`src/rtl/flash_seq_pkg.sv`:
```
package flash_seq_pkg;

    localparam int KEY_AW = 15;

    localparam logic [KEY_AW-1:0] UNLOCK_ADDR_A = 15'h5555;
    localparam logic [KEY_AW-1:0] UNLOCK_ADDR_B = 15'h2AAA;
    localparam logic [7:0] UNLOCK_BYTE_A = 8'hAA;
    localparam logic [7:0] UNLOCK_BYTE_B = 8'h55;
    localparam logic [7:0] OP_PROGRAM    = 8'hA0;
    localparam logic [7:0] OP_ERASE_SET  = 8'h80;
    localparam logic [7:0] OP_SECTOR     = 8'h30;
    localparam logic [7:0] OP_CHIP       = 8'h10;
    localparam logic [7:0] OP_ID_ENTER   = 8'h90;

    typedef enum logic [2:0] {
        S_READ, S_UNL1, S_UNL2, S_PGM, S_ERS1, S_ERS2, S_ERS3, S_BUSY
    } seq_state_e;

    typedef enum logic {
        ERS_SECTOR = 1'b0,
        ERS_CHIP   = 1'b1
    } erase_kind_e;

    typedef struct packed {
        logic       at_a;     // low address bits hit the first unlock location
        logic       at_b;     // low address bits hit the second unlock location
        logic       key_a;    // first unlock byte at first location
        logic       key_b;    // second unlock byte at second location
        logic [7:0] data;
    } cyc_key_t;

    function automatic cyc_key_t make_key(input logic [KEY_AW-1:0] a,
                                          input logic [7:0] d);
        cyc_key_t k;
        k.at_a  = (a == UNLOCK_ADDR_A);
        k.at_b  = (a == UNLOCK_ADDR_B);
        k.key_a = k.at_a && (d == UNLOCK_BYTE_A);
        k.key_b = k.at_b && (d == UNLOCK_BYTE_B);
        k.data  = d;
        return k;
    endfunction

endpackage

```
`src/rtl/fcs_strobe_qual.sv`:
```
module fcs_strobe_qual #(
    parameter int MIN_PULSE = 2
) (
    input  logic clk,
    input  logic rst,
    input  logic we_n,
    input  logic oe_n,
    output logic fire
);
    localparam int CNT_W = $clog2(MIN_PULSE + 1);

    logic [CNT_W-1:0] run_cnt;
    logic             active;

    assign active = !we_n && oe_n;
    assign fire   = active && (run_cnt == CNT_W'(MIN_PULSE - 1));

    always_ff @(posedge clk) begin
        if (rst || !active) begin
            run_cnt <= '0;
        end else if (run_cnt < CNT_W'(MIN_PULSE)) begin
            run_cnt <= run_cnt + 1'b1;
        end
    end
endmodule

```
`src/rtl/fcs_id_mux.sv`:
```
module fcs_id_mux #(
    parameter int         ADDR_W = 19,
    parameter logic [7:0] MFR_ID = 8'hBF,
    parameter logic [7:0] DEV_ID = 8'h60
) (
    input  logic [ADDR_W-1:0] addr,
    output logic [7:0]        id_data
);
    always_comb begin
        if (addr[ADDR_W-1:1] != '0) begin
            id_data = 8'h00;
        end else begin
            id_data = addr[0] ? DEV_ID : MFR_ID;
        end
    end
endmodule

```
`src/rtl/fcs_seq_fsm.sv`:
```
module fcs_seq_fsm
    import flash_seq_pkg::*;
#(
    parameter int ADDR_W = 19,
    parameter int SECT_W = 12
) (
    input  logic              clk,
    input  logic              rst,
    input  logic              fire,
    input  logic [ADDR_W-1:0] addr,
    input  logic [7:0]        data,
    input  logic              array_done,
    output logic              prog_req,
    output logic [ADDR_W-1:0] prog_addr,
    output logic [7:0]        prog_data,
    output logic              erase_req,
    output erase_kind_e       erase_kind,
    output logic [ADDR_W-1:0] erase_addr,
    output logic              id_mode
);
    seq_state_e  state, nxt;
    logic        nxt_id;
    logic        issue_p, issue_e;
    erase_kind_e kind_n;
    cyc_key_t    k;

    assign k = make_key(addr[KEY_AW-1:0], data);

    always_comb begin
        nxt     = state;
        nxt_id  = id_mode;
        issue_p = 1'b0;
        issue_e = 1'b0;
        kind_n  = ERS_SECTOR;
        if (state == S_BUSY) begin
            if (array_done) nxt = S_READ;
        end else if (fire) begin
            // any cycle not matched below aborts to read mode
            nxt    = S_READ;
            nxt_id = 1'b0;
            case (state)
                S_READ: if (k.key_a) begin nxt = S_UNL1; nxt_id = id_mode; end
                S_UNL1: if (k.key_b) begin nxt = S_UNL2; nxt_id = id_mode; end
                S_UNL2: if (k.at_a) begin
                    case (k.data)
                        OP_PROGRAM:   nxt = S_PGM;
                        OP_ERASE_SET: nxt = S_ERS1;
                        OP_ID_ENTER:  nxt_id = 1'b1;
                        default:      ;
                    endcase
                end
                S_PGM: begin
                    issue_p = 1'b1;
                    nxt     = S_BUSY;
                end
                S_ERS1: if (k.key_a) nxt = S_ERS2;
                S_ERS2: if (k.key_b) nxt = S_ERS3;
                S_ERS3: begin
                    if (k.data == OP_SECTOR) begin
                        issue_e = 1'b1;
                        nxt     = S_BUSY;
                    end else if (k.data == OP_CHIP && k.at_a) begin
                        issue_e = 1'b1;
                        kind_n  = ERS_CHIP;
                        nxt     = S_BUSY;
                    end
                end
                default: ;
            endcase
        end
    end

    always_ff @(posedge clk) begin
        if (rst) begin
            state      <= S_READ;
            id_mode    <= 1'b0;
            prog_req   <= 1'b0;
            erase_req  <= 1'b0;
            prog_addr  <= '0;
            prog_data  <= '0;
            erase_kind <= ERS_SECTOR;
            erase_addr <= '0;
        end else begin
            state     <= nxt;
            id_mode   <= nxt_id;
            prog_req  <= issue_p;
            erase_req <= issue_e;
            if (issue_p) begin
                prog_addr <= addr;
                prog_data <= data;
            end
            if (issue_e) begin
                erase_kind <= kind_n;
                erase_addr <= (kind_n == ERS_CHIP) ? '0
                            : {addr[ADDR_W-1:SECT_W], {SECT_W{1'b0}}};
            end
        end
    end
endmodule

```
`src/rtl/flash_cmd_seq.sv`:
```
module flash_cmd_seq
    import flash_seq_pkg::*;
#(
    parameter int         ADDR_W    = 19,
    parameter int         SECT_W    = 12,
    parameter int         MIN_PULSE = 2,
    parameter logic [7:0] MFR_ID    = 8'hBF,
    parameter logic [7:0] DEV_ID    = 8'h60
) (
    input  logic              clk,
    input  logic              rst,
    input  logic [ADDR_W-1:0] bus_addr,
    input  logic [7:0]        bus_data,
    input  logic              we_n,
    input  logic              oe_n,
    input  logic              array_done,
    output logic              prog_req,
    output logic [ADDR_W-1:0] prog_addr,
    output logic [7:0]        prog_data,
    output logic              erase_req,
    output logic              erase_kind,
    output logic [ADDR_W-1:0] erase_addr,
    output logic              rd_sel_id,
    output logic [7:0]        id_data
);
    logic        wr_fire;
    erase_kind_e kind_q;

    fcs_strobe_qual #(.MIN_PULSE(MIN_PULSE)) qual_i (
        .clk (clk),
        .rst (rst),
        .we_n(we_n),
        .oe_n(oe_n),
        .fire(wr_fire)
    );

    fcs_seq_fsm #(.ADDR_W(ADDR_W), .SECT_W(SECT_W)) fsm_i (
        .clk       (clk),
        .rst       (rst),
        .fire      (wr_fire),
        .addr      (bus_addr),
        .data      (bus_data),
        .array_done(array_done),
        .prog_req  (prog_req),
        .prog_addr (prog_addr),
        .prog_data (prog_data),
        .erase_req (erase_req),
        .erase_kind(kind_q),
        .erase_addr(erase_addr),
        .id_mode   (rd_sel_id)
    );

    assign erase_kind = kind_q;

    fcs_id_mux #(.ADDR_W(ADDR_W), .MFR_ID(MFR_ID), .DEV_ID(DEV_ID)) idm_i (
        .addr   (bus_addr),
        .id_data(id_data)
    );
endmodule

```
`config.mk`:
```
export PLATFORM = sky130hd
export DESIGN_NAME = flash_cmd_seq
export DESIGN_NICKNAME = d
export VERILOG_FILES = /design/src/rtl/flash_seq_pkg.sv /design/src/rtl/fcs_strobe_qual.sv /design/src/rtl/fcs_id_mux.sv /design/src/rtl/fcs_seq_fsm.sv /design/src/rtl/flash_cmd_seq.sv
export SDC_FILE = /design/constraint.sdc
export NUM_CORES = 1
export LEC_CHECK = 0
export CAP_MARGIN = 40
export CORE_MARGIN = 2
export CORE_UTILIZATION = 46
export DETAILED_ROUTE_END_ITERATION = 10
export PLACE_DENSITY = 0.86
export SLEW_MARGIN = 30
export SYNTH_ARGS = -nofsm -noshare
export SYNTH_HDL_FRONTEND = slang
export SYNTH_HIERARCHICAL = 1
export SYNTH_SLANG_ARGS = --single-unit
```
`constraint.sdc`:
```
create_clock -name clk -period 3.37 [get_ports clk]
set_input_delay 0.337 -clock clk [delete_from_list [all_inputs] [get_ports clk]]
set_output_delay 0.337 -clock clk [all_outputs]
set_load 0.005 [all_outputs]
```
==> impl_metrics.tcl, run 1 <==
set metrics [dict create \
    synthArstFlopShare 0 \
    gp_congestion 0.8361 \
    power.net_switching_uw 234.8 \
    intPower_uw 698.8 \
    grt_usage 0.2363 \
    fp.dieW_um 71.86 \
    place_ws_ns 0.8086 \
    holdWs_ns 0.4597 \
    fin_crit_ns 2.616 \
    synth-simple-area-share 0.3243 \
    synth_compound_area_frac 0.1429 \
    fin_setup_tns_ns 0 \
    p_comb_frac 0.090 \
    hold_class "register to register" \
    cts_tree "yes" \
    setup_violations 0 \
    grt_pass1_vias 2016 \
    synth.most_common_cell "nand2_1" \
    post_cts_resized 0 \
    synth_cell_types 49 \
    start_kind "input pin" \
    root_buffer "clkbuf_8" \
    postSynthAreaPerCell_sq_um 8.307 \
    wire_per_inst_um 15.43 \
    yosys-top-cells-count "63 x nand2_1, 43 x dfxtp_1, 32 x a21oi_1" \
    grt_overflow_total 0 \
    power.density_nw_per_um2 320.5 \
    diodes 0 \
    finClkSkew_ns 0.009237 \
    vias 2046 \
    fin_ws_ns 0.7536 \
    fill_cells 369 \
    clk_pin_slew_ns 0.09 \
    grt_setup_unrepaired "no" \
    boundaryPins 90 \
    firstDrtPassIters 4 \
    cp_cell_sequence "clkdlybuf4s50_1, nor4_1, nand3_1, nor3_2, clkdlybuf4s50_1" \
    hpwlAfterDp_um 4302 \
    synth-main-ff-cell "dfxtp_1" \
    fin_nets 357 \
    synth_area_leaders "dfxtp_1 41%, nand2_1 11%, a21oi_1 7.6%, buf_4 6.0%, a22o_1 2.5%" \
    drt_iter0_drc 77 \
    port_buffers 77 \
    seq_area_frac_synth 0.4064 \
    ir_worst_vdd_mv 0.2476 \
    tightest_slew_ns 0.7823 \
    cts_buffers 5 \
    drive_gt1_frac 0.09846 \
    synthAdderAreaFrac 0.005907 \
    cp_slowest_cell "clkdlybuf4s50_1" \
    ys_ff_latch 43 \
    cp-end-kind "primary output" \
    area_growth_pct 37.51 \
    switching_share 0.2515 \
    final_area_sq_um 2913 \
    hold_buffers 0 \
    vias_per_cell 5.427 \
    cts.sinks 43 \
    critPathBufInv 2 \
    post-route-period-util 0.7764 \
    start_util 0.4832 \
    fp.dieH_um 71.86 \
    leakagePower_nw 0.9785 \
    synth.cell_area_sq_um 2118 \
    finalHoldViolCount 0 \
    synth_edf_count 0 \
    total_power_uw 933.6 \
    ant_nets 0 \
    max-slew-margin-rel 0.4744 \
    status "completed" \
    cts_setup_buffers 0 \
    yosys.area_share.xor_xnor 0.004135 \
    grt_pass1_wl_um 9570 \
    clockBufferDepth 2 \
    synth_top_family_by_area "simple AND/OR/NAND/NOR gates" \
    cp_data_required_time_ns 3.03 \
    drv_cap 0 \
    syn_inst 255 \
    worst_skew_pair.late_latency_ns 0.30 \
    arrival_ns 2.28 \
    synth.largest_area_cell "dfxtp_1" \
    core-area_sq_um 4384 \
    sequentialPowerShare 0.545 \
    cpMostUsedCell "clkdlybuf4s50_1" \
    yosysTopAreaCellShare 0.4064 \
    max_freq_mhz 382.2 \
    path_class "input pin to primary output" \
    htree_num_levels 2 \
    yosys_warnings 6 \
    placed_cell_area_sq_um 2820 \
    antenna_found_initial 0 \
    grt_max_degree 29 \
    cp_max_fo 6 \
    clock_power_share 0.365 \
    synth_mux_area_frac 0.01418 \
    cpPeakStageDelay_ns 0.58 \
    slew_viol_final 0 \
    wl_um 5816 \
    rows 24 \
    path_delay_family "buffers and inverters" \
    drc 0 \
    die_area_sq_um 5164 \
]
-- worst paths after layout --
| path | to | cells after the start | start | slack, ns |
|---|---|---|---|---|
| max | id_data[4] | 5 | bus_addr[2] | 0.75 |
| min | fsm_i/prog_addr[10] | 2 | fsm_i/prog_addr[10] | 0.46 |
| max reg2reg | fsm_i/state[2] | 5 | fsm_i/state[1] | 1.38 |
| min reg2reg | fsm_i/prog_addr[10] | 2 | fsm_i/prog_addr[10] | 0.46 |
-- cells by family (layout without fill, tap and decap cells) --
family / after synthesis / after routing
xor gates and xnor gates: 1 / 1
muxes: 3 / 3
other: 1 / 12
DFF: 43 / 43
buffers and inverters: 32 / 91
and+or+nand+nor: 124 / 124
AOI/OAI and AO/OA: 50 / 50
adders and majority gates: 1 / 1
-- cells in the final DEF, fill, tap and decap left out, types with 3 or more instances in the layout --
| cell | instances |
|---|---|
| nand3b_1 | 4 |
| nor3_1 | 4 |
| clkbuf_8 | 5 |
| nor2_1 | 11 |
| nand3_1 | 4 |
| dfxtp_1 | 43 |
| nor3b_1 | 3 |
| mux2i_1 | 3 |
| and3b_2 | 3 |
| nor4_1 | 3 |
| nand2b_1 | 3 |
| nand2_1 | 63 |
| clkdlybuf4s50_1 | 77 |
| buf_4 | 4 |
| nor4bb_1 | 3 |
| and4bb_2 | 3 |
| conb_1 | 12 |
| a21oi_1 | 32 |
| a22o_1 | 6 |
-- worst min-delay path, cell delays in order, from the launching register on --
cell and delay (ns):
dfxtp_1 0.32, nand2_1 0.05, a21oi_1 0.05
-- power by group through the flow --
| stage | sequential (mW) | clock (mW) | combinational, mW |
|---|---|---|---|
| detailed placement | 0.521 | 0 | 0.0822 |
| global route | 0.509 | 0.364 | 0.0908 |
| CTS | 0.509 | 0.347 | 0.0830 |
| finish | 0.509 | 0.341 | 0.0841 |
| floorplan | 0.521 | 0 | 0.0346 |
| global placement | 0.521 | 0 | 0.0808 |
-- layer usage --
| metal | GRT usage | up-vias | wire [um] |
|---|---|---|---|
| met5 | 0 | - | 0 |
| met4 | 0.1153 | 0 | 102 |
| met3 | 0.04923 | 10 | 303 |
| met2 | 0.4002 | 72 | 2945 |
| met1 | 0.2845 | 964 | 2466 |
| li1 | - | 1000 | - |
-- stage by stage --
step,cells,utilization
2_1_floorplan,266,-
3_3_place_gp,369,0.6433
3_5_place_dp,369,0.6433
4_1_cts,377,0.6644
5_1_grt,377,0.6644
6_report,377,0.6644
-- sequential cells by signal, summed over array words and instances (netlist names) --
name              count
fsm_i/erase_kind      1
fsm_i/erase_addr      7
fsm_i/prog_addr      19
fsm_i/state           3
fsm_i/id_mode         1
fsm_i/prog_req        1
fsm_i/erase_req       1
fsm_i/prog_data       8
qual_i/run_cnt        2
-- area by class of cell --
| cell class | instances | area [sq um] | area share |
|---|---|---|---|
| Tap cell | 52 | 65.06 | 0.02234 |
| Clock buffer | 5 | 68.82 | 0.02363 |
| Clock inverter | 3 | 23.77 | 0.008162 |
| Timing Repair Buffer | 81 | 800.8 | 0.2749 |
| Inverter | 2 | 7.507 | 0.002577 |
| Multi-Input combinational cell | 191 | 1086 | 0.3729 |
| Sequential cell | 43 | 860.8 | 0.2955 |
No activity file was read; power rests on OpenSTA's default activity.
==> run 2: changes to the inputs <==
--- a/config.mk
+++ b/config.mk
@@ -7,9 +7,9 @@
 export LEC_CHECK = 0
 export CAP_MARGIN = 40
 export CORE_MARGIN = 2
-export CORE_UTILIZATION = 46
+export CORE_UTILIZATION = 42
 export DETAILED_ROUTE_END_ITERATION = 10
-export PLACE_DENSITY = 0.86
+export PLACE_DENSITY = 0.79
 export SLEW_MARGIN = 30
 export SYNTH_ARGS = -nofsm -noshare
 export SYNTH_HDL_FRONTEND = slang
==> constraint.sdc (replaced) <==
create_clock -name clk -period 2.5 [get_ports clk]
set_input_delay 0.25 -clock clk [delete_from_list [all_inputs] [get_ports clk]]
set_output_delay 0.25 -clock clk [all_outputs]
set_load 0.005 [all_outputs]
==> impl_metrics.tcl, run 2 (same netlist as run 1, synthesis figures left out) <==
set metrics [dict create \
    status "completed" \
    cp_data_required_time_ns 2.25 \
    cp_max_fo 6 \
    finClkSkew_ns 0.007540 \
    path_class "input pin to primary output" \
    drt_iter0_drc 69 \
    core-area_sq_um 4786 \
    root_buffer "clkbuf_8" \
    max_freq_mhz 422.0 \
    post-route-period-util 0.9479 \
    arrival_ns 2.12 \
    gp_congestion 0.8194 \
    cpMostUsedCell "clkdlybuf4s50_1" \
    die_area_sq_um 5627 \
    port_buffers 77 \
    wire_per_inst_um 14.66 \
    tightest_slew_ns 0.5756 \
    cp_cell_sequence "clkdlybuf4s50_1, nor4_2, nand2_1, nor3_4, clkdlybuf4s50_1" \
    slew_viol_final 0 \
    place_ws_ns 0.09005 \
    start_util 0.4426 \
    final_cell_mix "77 x clkdlybuf4s50_1, 63 x nand2_1, 43 x dfxtp_1, 32 x a21oi_1, 12 x conb_1" \
    largest_register_ffs 19 \
    power.density_nw_per_um2 452.8 \
    cp-end-kind "primary output" \
    top_regs "fsm_i/prog_addr (19), fsm_i/prog_data (8), fsm_i/erase_addr (7)" \
    cts_tree "yes" \
    fp.dieH_um 75.02 \
    drive_gt1_frac 0.1067 \
    cpPeakStageDelay_ns 0.56 \
    cts_setup_buffers 0 \
    hpwlAfterDp_um 4339 \
    place_inst 387 \
    diodes 0 \
    fin_nets 360 \
    finalHoldViolCount 0 \
    vias_per_cell 5.190 \
    drc 0 \
    start_kind "input pin" \
    cts_buffers 5 \
    fp.dieW_um 75.02 \
    clockBufferDepth 2 \
    worst_skew_pair.late_latency_ns 0.30 \
    grt_setup_unrepaired "no" \
    path_delay_family "buffers and inverters" \
    final_common_cell "clkdlybuf4s50_1" \
    ant_nets 0 \
    clk_pin_slew_ns 0.08 \
    max-slew-margin-rel 0.6163 \
    grt_max_degree 29 \
    cp_slowest_cell "clkdlybuf4s50_1" \
    fin_setup_tns_ns 0 \
    vias 2050 \
    firstDrtPassIters 4 \
    critPathBufInv 2 \
    holdWs_ns 0.4558 \
    htree_num_levels 2 \
    max_flop_register "fsm_i/prog_addr" \
    grt_pass1_vias 1841 \
    hold_class "register to register" \
    grt_usage 0.2043 \
    cts.sinks 43 \
    fin_crit_ns 2.370 \
    drv_cap 0 \
    boundaryPins 90 \
    setup_violations 0 \
    antenna_found_initial 0 \
    area_growth_pct 40.87 \
    grt_overflow_total 0 \
    ir_worst_vdd_mv 0.4008 \
    final_cells 395 \
    grt_pass1_wl_um 8763 \
    fin_ws_ns 0.1303 \
    leakagePower_nw 1.019 \
    wl_um 5789 \
    rows 25 \
]
[run 2: changes by cell type in the layout (fill, tap and decap cells not counted), sizes merged]
| cell | previous run | this run |
|---|---|---|
| clkinvlp | 2 | 0 |
| clkinv | 0 | 1 |
| buf | 4 | 7 |
| bufinv | 0 | 1 |
[run 2: power by group]
part / internal (mW) / total (mW) / leakage, nW / switching [mW]
Clock: 0.303 / 0.549 / 0.0587 / 0.246
Sequential: 0.685 / 0.686 / 0.346 / 0.000610
Combinational: 0.0600 / 0.117 / 0.614 / 0.0569
Total: 1.05 / 1.35 / 1.02 / 0.303
[run 2: path summary, 6_finish.rpt]
path	start	endpoint	slack, ns	cells past startpoint
worst min-delay path	fsm_i/prog_data[7]	fsm_i/prog_data[7]	0.46	2
worst max register to register	fsm_i/state[1]	fsm_i/state[2]	0.50	5
worst max-delay path	bus_addr[14]	id_data[7]	0.13	5
worst min register to register	fsm_i/prog_data[7]	fsm_i/prog_data[7]	0.46	2
[run 2: per-layer routing]
layer  vias up  wire length, um  track usage
met5         -                0            0
met4         0              124      0.06944
met3        11              324      0.04552
met2        70             2770       0.3324
met1       962             2570       0.2688
li1       1007                -            -
[run 2: cell type report]
type / count / area [sq um]
clock buffers: 5 / 68.82
repair buffers: 84 / 823.3
clock inverters: 3 / 47.55
well taps: 67 / 83.83
fillers: 440 / 1802
inverters: 2 / 7.507
multi-input cells: 191 / 1092
flip-flops and latches: 43 / 860.8
[run 2: through the flow]
stage                     power [mW]  cell area, sq um  utilization
after CTS                      1.362              2978       0.6222
after detailed placement      0.8160              2861       0.5979
after global placement        0.8149              2861       0.5979
after floorplan               0.7484              2160            -
final                          1.351              2984       0.6235
after global routing           1.400              2984       0.6235
[run 2: worst reg2reg max path, cell delays in order, from the launching register on]
cell and delay [ns]:
dfxtp_1 0.49, or4b_4 0.52, or4_4 0.50, a211oi_2 0.23, o31ai_1 0.09, nand3b_1 0.10
[run 2: timing repair]
action	4_1_cts	5_1_grt
hold buffers	0	0
gates resized for setup	0	1
endpoints found under the setup margin	0	6
==> run 3: changes to the inputs <==
--- a/config.mk
+++ b/config.mk
@@ -6,9 +6,12 @@
 export NUM_CORES = 1
 export LEC_CHECK = 0
 export CAP_MARGIN = 40
+export CELL_PAD_IN_SITES_DETAIL_PLACEMENT = 2
+export CELL_PAD_IN_SITES_GLOBAL_PLACEMENT = 2
 export CORE_MARGIN = 2
-export CORE_UTILIZATION = 42
+export CORE_UTILIZATION = 23
 export DETAILED_ROUTE_END_ITERATION = 10
+export MAX_ROUTING_LAYER = met4
 export PLACE_DENSITY = 0.79
 export SLEW_MARGIN = 30
 export SYNTH_ARGS = -nofsm -noshare
==> impl_metrics.tcl, run 3 (same netlist as run 1, synthesis figures left out) <==
set metrics [dict create \
    status "completed" \
    port_buffers 77 \
    cp_max_fo 6 \
    fp.dieW_um 99.97 \
    hold_class "register to register" \
    setup_violations 0 \
    cp_data_required_time_ns 2.25 \
    firstDrtPassIters 4 \
    diodes 0 \
    final_cells 447 \
    cp_slowest_cell "clkdlybuf4s50_1" \
    grt_usage 0.1598 \
    clk_pin_slew_ns 0.09 \
    tightest_slew_ns 0.5726 \
    top_regs "fsm_i/prog_addr (19), fsm_i/prog_data (8), fsm_i/erase_addr (7)" \
    final_common_cell "clkdlybuf4s50_1" \
    vias_per_cell 4.834 \
    clockBufferDepth 2 \
    placed_cell_area_sq_um 2972 \
    finClkSkew_ns 0.005748 \
    max_flop_register "fsm_i/prog_addr" \
    start_util 0.2337 \
    cp-end-kind "primary output" \
    area_growth_pct 45.60 \
    power.density_nw_per_um2 418.6 \
    post-route-period-util 0.9485 \
    rows 35 \
    wire_per_inst_um 17.29 \
    arrival_ns 2.12 \
    ant_nets 0 \
    vias 2161 \
    worst_skew_pair.late_latency_ns 0.31 \
    r2r_start "fsm_i/state[1]" \
    cts.sinks 43 \
    place_inst 438 \
    min-delay-start "fsm_i/prog_data[7]" \
    grt_max_degree 29 \
    fp.dieH_um 99.97 \
    hpwlAfterDp_um 5730 \
    wl_um 7729 \
    ir_worst_vdd_mv 0.1767 \
    grt_setup_unrepaired "no" \
    grt_pass1_vias 2268 \
    startpoint "bus_addr[14]" \
    drv_cap 0 \
    r2r_slack_ns 0.47 \
    max_freq_mhz 421.7 \
    largest_register_ffs 19 \
    leakagePower_nw 1.041 \
    path_class "input pin to primary output" \
    die_area_sq_um 9994 \
    start_kind "input pin" \
    final_cell_mix "77 x clkdlybuf4s50_1, 63 x nand2_1, 43 x dfxtp_1, 32 x a21oi_1, 15 x buf_4" \
    cpMostUsedCell "clkdlybuf4s50_1" \
    slew_viol_final 0 \
    drc 0 \
    max-slew-margin-rel 0.6183 \
    root_buffer "clkbuf_8" \
    antenna_found_initial 0 \
    final_area_sq_um 3084 \
    cp_cell_sequence "clkdlybuf4s50_1, nor4_2, nand2_1, nor3_4, clkdlybuf4s50_1" \
    core-area_sq_um 9065 \
    cts_tree "yes" \
    fin_setup_tns_ns 0 \
    fill_cells 1036 \
    fin_crit_ns 2.371 \
    grt_overflow_total 0 \
    drive_gt1_frac 0.1339 \
    htree_num_levels 2 \
    drt_iter0_drc 71 \
    cpPeakStageDelay_ns 0.57 \
    fin_nets 368 \
    gp_congestion 0.7963 \
    grt_pass1_wl_um 12100 \
    cts_buffers 5 \
    finalHoldViolCount 0 \
    boundaryPins 90 \
]
[run 3: cell types whose count changed in the layout (fill, tap and decap cells not counted), sizes merged]
| cell | change |
|---|---|
| buf | +8 |
| bufinv | -1 |
| clkinv | -1 |
| clkinvlp | +2 |
[run 3: worst paths after layout]
check                        to  depth (start not counted)
max                  id_data[0]                          5
min          fsm_i/prog_data[7]                          2
min reg2reg  fsm_i/prog_data[7]                          2
max reg2reg      fsm_i/state[2]                          5
[run 3: metal layers]
| layer | global-route usage | vias up | routed length (um) |
|---|---|---|---|
| met3 | 0.02437 | 9 | 272 |
| li1 | - | 1017 | - |
| met5 | - | - | 0 |
| met2 | 0.2651 | 67 | 3735 |
| met1 | 0.2021 | 1068 | 3615 |
| met4 | 0.04742 | 0 | 106 |
[run 3: layout make-up]
cell class | instances | area (sq um) | area share
Timing Repair Buffer | 92 | 883.3 | 0.2864
Clock inverter | 3 | 23.77 | 0.007708
Multi-Input combinational cell | 191 | 1101 | 0.3570
Clock buffer | 5 | 68.82 | 0.02231
Tap cell | 111 | 138.9 | 0.04503
Inverter | 2 | 7.507 | 0.002434
Sequential cell | 43 | 860.8 | 0.2791
[run 3: through the flow]
step / hold WS [ns] / utilization / total power [mW] / setup WS (ns)
final: 0.4609 / 0.3402 / 1.291 / 0.1287
after global routing: 0.4924 / 0.3402 / 1.350 / 0.01691
after CTS: 0.4681 / 0.3380 / 1.315 / 0.004063
after detailed placement: 0.4550 / 0.3278 / 0.8293 / 0.006625
after global placement: 0.4443 / 0.3278 / 0.8269 / 0.04875
after floorplan: 0.3537 / - / 0.7484 / 0.5840
[run 3: power breakdown]
part           total, mW  switching [mW]  internal [mW]
combinational      0.130          0.0654         0.0648
clock              0.475           0.275          0.200
sequential         0.686        0.000618          0.685
[run 3: worst max-delay path: cells and delay by family]
kind          cells  cell delay, ns
buf+inv           2            1.09
simple gates      3            0.78
[run 3: repair_timing]
action                     CTS  global route
hold buffers                 0             0
resized for setup            0             2
setup endpoints to repair    0             6
setup buffers                0             1
